## config.mk

```make
export PLATFORM = sky130hd
export DESIGN_NAME = ucram_host_port
export DESIGN_NICKNAME = d
export VERILOG_FILES = /design/src/rtl/ucram_pkg.sv /design/src/rtl/ucram_pwr.sv /design/src/rtl/ucram_ptr.sv /design/src/rtl/ucram_ram.sv /design/src/rtl/ucram_host_port.sv
export SDC_FILE = /design/constraint.sdc
export NUM_CORES = 2
export LEC_CHECK = 0
export CORE_MARGIN = 5
export CORE_UTILIZATION = 50
export DETAILED_ROUTE_END_ITERATION = 7
export PLACE_DENSITY_LB_ADDON = 0.12
export SLEW_MARGIN = 20
export SYNTH_ARGS = -nofsm -noshare
export SYNTH_HDL_FRONTEND = slang
export SYNTH_SLANG_ARGS = --single-unit
```

## constraint.sdc

```tcl
create_clock -name clk -period 7 [get_ports clk]
set_clock_uncertainty 0.2 [all_clocks]
set_input_delay 1.05 -clock clk [delete_from_list [all_inputs] [get_ports clk]]
set_output_delay 1.05 -clock clk [all_outputs]
set_load 0.02 [all_outputs]
```

## src/rtl/ucram_pkg.sv

```systemverilog
package ucram_pkg;

  typedef enum logic [2:0] {
    RA_CTRL  = 3'd0,
    RA_PWR   = 3'd1,
    RA_WPTR  = 3'd2,
    RA_WDATA = 3'd3,
    RA_RPTR  = 3'd4,
    RA_RDATA = 3'd5
  } reg_addr_e;

  typedef enum logic [1:0] {
    PW_AWAKE  = 2'd0,
    PW_WAKING = 2'd1,
    PW_ASLEEP = 2'd2
  } pwr_e;

  localparam int CTRL_EN_BIT   = 0;
  localparam int CTRL_WINC_BIT = 1;
  localparam int CTRL_RINC_BIT = 2;
  localparam int CTRL_ERR_BIT  = 8;

endpackage

```

## src/rtl/ucram_pwr.sv

```systemverilog
module ucram_pwr
  import ucram_pkg::*;
#(
  parameter int WAKE_CYC = 4
) (
  input  logic clk,
  input  logic rst_n,
  input  logic en_next,
  output pwr_e state
);

  localparam int CW = $clog2(WAKE_CYC + 1);

  pwr_e          state_q, state_d;
  logic [CW-1:0] cnt_q, cnt_d;

  always_comb begin
    state_d = state_q;
    cnt_d   = cnt_q;
    if (!en_next) begin
      state_d = PW_ASLEEP;
      cnt_d   = '0;
    end else begin
      unique case (state_q)
        PW_ASLEEP: begin
          state_d = PW_WAKING;
          cnt_d   = CW'(WAKE_CYC - 1);
        end
        PW_WAKING: begin
          if (cnt_q == '0) state_d = PW_AWAKE;
          else             cnt_d   = cnt_q - 1'b1;
        end
        default: state_d = state_q;
      endcase
    end
  end

  always_ff @(posedge clk or negedge rst_n) begin
    if (!rst_n) begin
      state_q <= PW_ASLEEP;
      cnt_q   <= '0;
    end else begin
      state_q <= state_d;
      cnt_q   <= cnt_d;
    end
  end

  assign state = state_q;

endmodule

```

## src/rtl/ucram_ptr.sv

```systemverilog
module ucram_ptr #(
  parameter int AW = 8
) (
  input  logic          clk,
  input  logic          rst_n,
  input  logic          load,
  input  logic [AW-1:0] load_val,
  input  logic          step,
  output logic [AW-1:0] ptr
);

  logic [AW-1:0] ptr_q, ptr_d;
  logic          ptr_ce;

  always_comb begin
    ptr_ce = load | step;
    ptr_d  = load ? load_val : ptr_q + 1'b1;
  end

  always_ff @(posedge clk or negedge rst_n) begin
    if (!rst_n)      ptr_q <= '0;
    else if (ptr_ce) ptr_q <= ptr_d;
  end

  assign ptr = ptr_q;

endmodule

```

## src/rtl/ucram_ram.sv

```systemverilog
module ucram_ram #(
  parameter int AW = 8
) (
  input  logic          clk,
  input  logic          a_we,
  input  logic [AW-1:0] a_waddr,
  input  logic [7:0]    a_wdata,
  input  logic [AW-1:0] a_raddr,
  output logic [7:0]    a_rdata,
  input  logic          b_we,
  input  logic [AW-1:0] b_addr,
  input  logic [7:0]    b_wdata,
  output logic [7:0]    b_rdata
);

  localparam int DEPTH = 1 << AW;

  logic [7:0] mem [DEPTH];

  always_ff @(posedge clk) begin
    if (a_we)      mem[a_waddr] <= a_wdata;
    else if (b_we) mem[b_addr]  <= b_wdata;
  end

  assign a_rdata = mem[a_raddr];
  assign b_rdata = mem[b_addr];

endmodule

```

## src/rtl/ucram_host_port.sv

```systemverilog
module ucram_host_port
  import ucram_pkg::*;
#(
  parameter int BUS_W    = 32,
  parameter int OFS_W    = 8,
  parameter int WAKE_CYC = 4
) (
  input  logic             clk,
  input  logic             rst_n,
  input  logic [2:0]       reg_addr,
  input  logic             reg_wr,
  input  logic             reg_rd,
  input  logic [BUS_W-1:0] reg_wdata,
  output logic [BUS_W-1:0] reg_rdata,
  input  logic             uc_req,
  input  logic             uc_we,
  input  logic [OFS_W-1:0] uc_addr,
  input  logic [7:0]       uc_wdata,
  output logic             uc_gnt,
  output logic [7:0]       uc_rdata
);

  logic host_en_q, host_en_d;
  logic winc_q, winc_d;
  logic rinc_q, rinc_d;
  logic err_q, err_d;
  logic [BUS_W-1:0] rdata_q, rdata_d;
  logic [7:0]       uc_rdata_q, uc_rdata_d;

  logic ctrl_wr, wdat_hit, rdat_hit, data_ok, set_err;
  logic wptr_ld, rptr_ld, wptr_step, rptr_step, host_we, uc_wr;
  logic [OFS_W-1:0] wptr, rptr;
  logic [7:0] ram_a_rd, ram_b_rd;
  pwr_e pwr_state;

  always_comb begin
    ctrl_wr   = reg_wr & (reg_addr == RA_CTRL);
    wptr_ld   = reg_wr & (reg_addr == RA_WPTR);
    rptr_ld   = reg_wr & (reg_addr == RA_RPTR);
    wdat_hit  = reg_wr & (reg_addr == RA_WDATA);
    rdat_hit  = reg_rd & (reg_addr == RA_RDATA);
    data_ok   = host_en_q & (pwr_state == PW_AWAKE);
    set_err   = host_en_q & (pwr_state != PW_AWAKE) & (wdat_hit | rdat_hit);
    host_we   = wdat_hit & data_ok;
    wptr_step = host_we & winc_q;
    rptr_step = rdat_hit & data_ok & rinc_q;
    uc_gnt    = uc_req & ~host_en_q & ~wdat_hit & ~rdat_hit;
    uc_wr     = uc_gnt & uc_we;
  end

  always_comb begin
    host_en_d = ctrl_wr ? reg_wdata[CTRL_EN_BIT]   : host_en_q;
    winc_d    = ctrl_wr ? reg_wdata[CTRL_WINC_BIT] : winc_q;
    rinc_d    = ctrl_wr ? reg_wdata[CTRL_RINC_BIT] : rinc_q;
    if (set_err)                                err_d = 1'b1;
    else if (ctrl_wr && reg_wdata[CTRL_ERR_BIT]) err_d = 1'b0;
    else                                         err_d = err_q;
  end

  always_comb begin
    rdata_d = rdata_q;
    if (reg_rd) begin
      rdata_d = '0;
      unique case (reg_addr)
        RA_CTRL: begin
          rdata_d[CTRL_EN_BIT]   = host_en_q;
          rdata_d[CTRL_WINC_BIT] = winc_q;
          rdata_d[CTRL_RINC_BIT] = rinc_q;
          rdata_d[CTRL_ERR_BIT]  = err_q;
        end
        RA_PWR:   rdata_d[1:0]       = pwr_state;
        RA_WPTR:  rdata_d[OFS_W-1:0] = wptr;
        RA_RPTR:  rdata_d[OFS_W-1:0] = rptr;
        RA_RDATA: rdata_d[7:0]       = data_ok ? ram_a_rd : 8'h00;
        default:  rdata_d = '0;
      endcase
    end
    uc_rdata_d = (uc_gnt && !uc_we) ? ram_b_rd : uc_rdata_q;
  end

  always_ff @(posedge clk or negedge rst_n) begin
    if (!rst_n) begin
      host_en_q  <= 1'b0;
      winc_q     <= 1'b0;
      rinc_q     <= 1'b0;
      err_q      <= 1'b0;
      rdata_q    <= '0;
      uc_rdata_q <= '0;
    end else begin
      host_en_q  <= host_en_d;
      winc_q     <= winc_d;
      rinc_q     <= rinc_d;
      err_q      <= err_d;
      rdata_q    <= rdata_d;
      uc_rdata_q <= uc_rdata_d;
    end
  end

  ucram_pwr #(.WAKE_CYC(WAKE_CYC)) u_pwr (
    .clk(clk), .rst_n(rst_n), .en_next(host_en_d), .state(pwr_state)
  );

  ucram_ptr #(.AW(OFS_W)) u_wptr (
    .clk(clk), .rst_n(rst_n), .load(wptr_ld),
    .load_val(reg_wdata[OFS_W-1:0]), .step(wptr_step), .ptr(wptr)
  );

  ucram_ptr #(.AW(OFS_W)) u_rptr (
    .clk(clk), .rst_n(rst_n), .load(rptr_ld),
    .load_val(reg_wdata[OFS_W-1:0]), .step(rptr_step), .ptr(rptr)
  );

  ucram_ram #(.AW(OFS_W)) u_ram (
    .clk(clk),
    .a_we(host_we), .a_waddr(wptr), .a_wdata(reg_wdata[7:0]),
    .a_raddr(rptr), .a_rdata(ram_a_rd),
    .b_we(uc_wr), .b_addr(uc_addr), .b_wdata(uc_wdata), .b_rdata(ram_b_rd)
  );

  assign reg_rdata = rdata_q;
  assign uc_rdata  = uc_rdata_q;

endmodule

```

==> key figures <==
Run status
  • Status: complete, no violations

Clock tree
  • Setup Buffers After CTS: 0
  • Root Buffer: clkbuf_16
  • Hold bufs inserted after CTS: 0
  • Cts repair resizes: 0
  • Clock buffer count from CTS: 216
  • CTS Buffer Depth: 3
  • CTS tree: done
  • # clock sinks: 2,090
  • H-tree depth: 4
  • Clock transition at path regs: 0.06 ns
  • Clock latency on the worst-skew pair: about 0.9 ns

Route
  • Antenna-violating nets left: 0
  • Mean routed wirelength per cell: 40.3 µm
  • DR vias: 59,400
  • Post-route DRC: 0
  • Vias per inst: 7.09
  • DR pass1 iterations: 6
  • Iteration-0 DRC Markers: 8,871
  • Drt total wl: 338,000 µm

Place
  • Area after DPL: 0.103 mm²
  • Post-DP HPWL: 226,000 µm
  • RD Place Congestion: 0.982
  • Port Buf Inserts: 51

Floorplan
  • Core area: 0.197 mm²
  • Io pins: between 90 and 100
  • DIE WIDTH: 455 µm
  • Row cnt: about 160
  • Initial Util: 50.2%
  • Die area: 0.207 mm²
  • Die H: between 400 and 500 µm

Cells and area
  • Most frequent cells in the layout: edfxtp_1, mux4_2, mux2i_1
  • Register area: 0.0626 mm²
  • Syn-to-layout area delta: 11.4%
  • Share of cells above drive strength 1: 28.3%
  • Multi-input logic area: 0.0341 mm²
  • Final instance area: 0.110 mm²
  • Most common cell after layout, fill and taps aside: edfxtp_1
  • Nets: 5,618
  • Fillers: 15,100

Logic synthesis
  • Share of async-settable or async-resettable flops after synthesis: 2.01%
  • Mapped Area: 0.0991 mm²
  • Post-Synth Simple-Gate Area: 3.19%
  • Post-synthesis mux area share: 25.9%
  • YS warnings: 0
  • Register area share after synthesis: ~63%
  • Number of enable flip-flop cells after synthesis: 2,048
  • XOR/XNOR Fraction of Synth Area: 0.0354%
  • Largest family of logic cells by synthesized area: multiplexers
  • Compound-gate portion of the synthesized area: 4.98%
  • Top FF cell, synth: edfxtp_1
  • Seq cells post-synth: 2,090
  • Number of distinct library cells after synthesis: 72
  • Synth Area in Adders: 0.0505%
  • Mapped Cells: 5,400
  • Syn_area_per_cell: between 15 and 20 µm²

Global routing
  • Congestion Overflow GR: 0
  • Largest net degree at the start of global routing: 149
  • GRT Total Usage: 32.3%
  • Vias in the first global route: 57,400
  • Initial antenna violation count: 15
  • First-pass GRT wire length: 462,000 µm

Worst setup path
  • Slowest stage delay, CP: just under 0.9 ns
  • Crit Path Category: in -> reg
  • Most used cell, CP: buf_4
  • R2R depth: 7
  • Critical path buffers and inverters: 3
  • R2R Setup Slk: 2.24 ns
  • CP arrival: a little under 6 ns
  • Slowest cell on the critical path: nand3_2
  • Crit path capture type: flop
  • FF-to-FF End: reg_rdata[1]
  • FF-to-FF Start: u_rptr.ptr[0]
  • CP max FO: 23
  • Worst setup SP type: input port
  • WP data required: 7.29 ns
  • CP Cell Sequence: clkdlybuf4s50_1 -> nand3b_1 -> a21boi_1 -> nand4bb_2 -> buf_4 -> nand3_1 -> o21ai_1 -> nand3_2 -> buf_4 -> nor2_1
  • Crit path max-delay family: simple AND/OR/NAND/NOR gates

Timing
  • RSZ-0062 raised after global routing: no
  • Max-slew violations: 0
  • Setup_tns: 0 ns
  • Max Clock Freq: about 180 MHz
  • Slew HR: roughly 11%
  • Worst Max-Slew Pin Slew: 1.33 ns
  • Fin Hold WS: 0.115 ns
  • Final min period: 5.58 ns
  • Final period util: 79.8%
  • Final setup vio count: 0
  • Final hold violations: 0

Hold path
  • Hold WC Path Type: in -> async

Pwr
  • Power density over the cells: approximately 300 mW/mm²
  • Total power: ~33 mW
  • Pleak: approximately 35 nW
  • Maximum VDD drop: 0.229 mV

Run
  • # Max-Cap Violations: 0
[power by group]
| part | internal [mW] | switching (mW) |
|---|---|---|
| clock | 6.54 | 4.91 |
| combinational | 2.80 | 4.55 |
| sequential | 14.0 | 0.249 |
| total | 23.3 | 9.70 |
[flip-flops by register name, indices dropped and copies added (netlist names)]
register / cells
err_q: 1
host_en_q: 1
reg_rdata: 9
rinc_q: 1
u_pwr.cnt_q: 3
u_pwr.state: 2
u_ram.mem: 2048
u_rptr.ptr: 8
u_wptr.ptr: 8
uc_rdata: 8
winc_q: 1
[stage by stage]
step | setup WS [ns] | instances | utilization [%]
2_1_floorplan | 0.671 | 5422 | -
3_3_place_gp | 0.794 | 7979 | 52.5
3_5_place_dp | 0.705 | 7979 | 52.5
4_1_cts | 1.63 | 8377 | 56.0
5_1_grt | 1.40 | 8380 | 56.0
6_report | 1.42 | 8389 | 56.0
[worst max path at each step]
stage / depth (start not counted) / slack (ns) / to / startpoint
2_1_floorplan: 8 / 0.67 / u_ram.mem[0][0] / reg_addr[1]
3_3_place_gp: 10 / 0.79 / u_ram.mem[113][4] / reg_addr[2]
3_5_place_dp: 10 / 0.70 / u_ram.mem[113][6] / reg_addr[2]
4_1_cts: 10 / 1.63 / u_ram.mem[113][4] / reg_addr[2]
5_1_grt: 10 / 1.40 / u_ram.mem[113][7] / reg_addr[2]
6_report: 10 / 1.42 / u_ram.mem[113][4] / reg_addr[2]
[layout make-up]
| type | count | share of cell area (%) |
|---|---|---|
| repair buffers | 380 | 3.11 |
| multi-input cells | 2845 | 30.9 |
| inverters | 24 | 0.0929 |
| clock inverters | 118 | 1.00 |
| flip-flops and latches | 2090 | 56.7 |
| clock buffers | 280 | 5.25 |
| well taps | 2640 | 2.99 |
| diodes | 12 | 0.0272 |
[per-layer routing]
layer | global-route usage [%] | part of all wire, %
met5 | 0 | 0.012
met4 | 17.9 | 6.7
met3 | 7.99 | 11
met2 | 48.2 | 45
met1 | 44.2 | 37
[Yosys cell counts, drive strengths merged (72+ instances only)]
| library cell | instances | area (µm²) |
|---|---|---|
| clkbuf | 189 | 709 |
| mux2i | 455 | 4550 |
| o21ai | 74 | 370 |
| nor2 | 326 | 1220 |
| a21oi | 126 | 631 |
| mux4 | 933 | 21000 |
| edfxtp | 2048 | 61500 |
| nand2 | 172 | 646 |
| o221ai | 159 | 1390 |
| buf | 274 | 1920 |
| o22ai | 121 | 757 |
| a22oi | 72 | 541 |
[kinds of logic (layout without fill, tap and decap cells)]
| logic type | after synthesis | in the layout |
|---|---|---|
| DFF | 2090 | 2090 |
| muxes | 1394 | 1394 |
| and+or+nand+nor | 713 | 713 |
| AOI/OAI and AO/OA | 707 | 707 |
| buffers and inverters | 487 | 802 |
| adders and majority gates | 4 | 4 |
| xor gates and xnor gates | 4 | 4 |
| other | 1 | 35 |
[worst reg2reg max path, cell delays in order (launching register included)]
cell and delay, ns:
dfrtp_4 1.11, buf_4 0.59, mux4_2 0.56, a21oi_1 0.41, nor4_1 0.23, or3_1 0.49
nor4_2 0.88, o41ai_1 0.13
No activity file was read; power rests on OpenSTA's default activity.
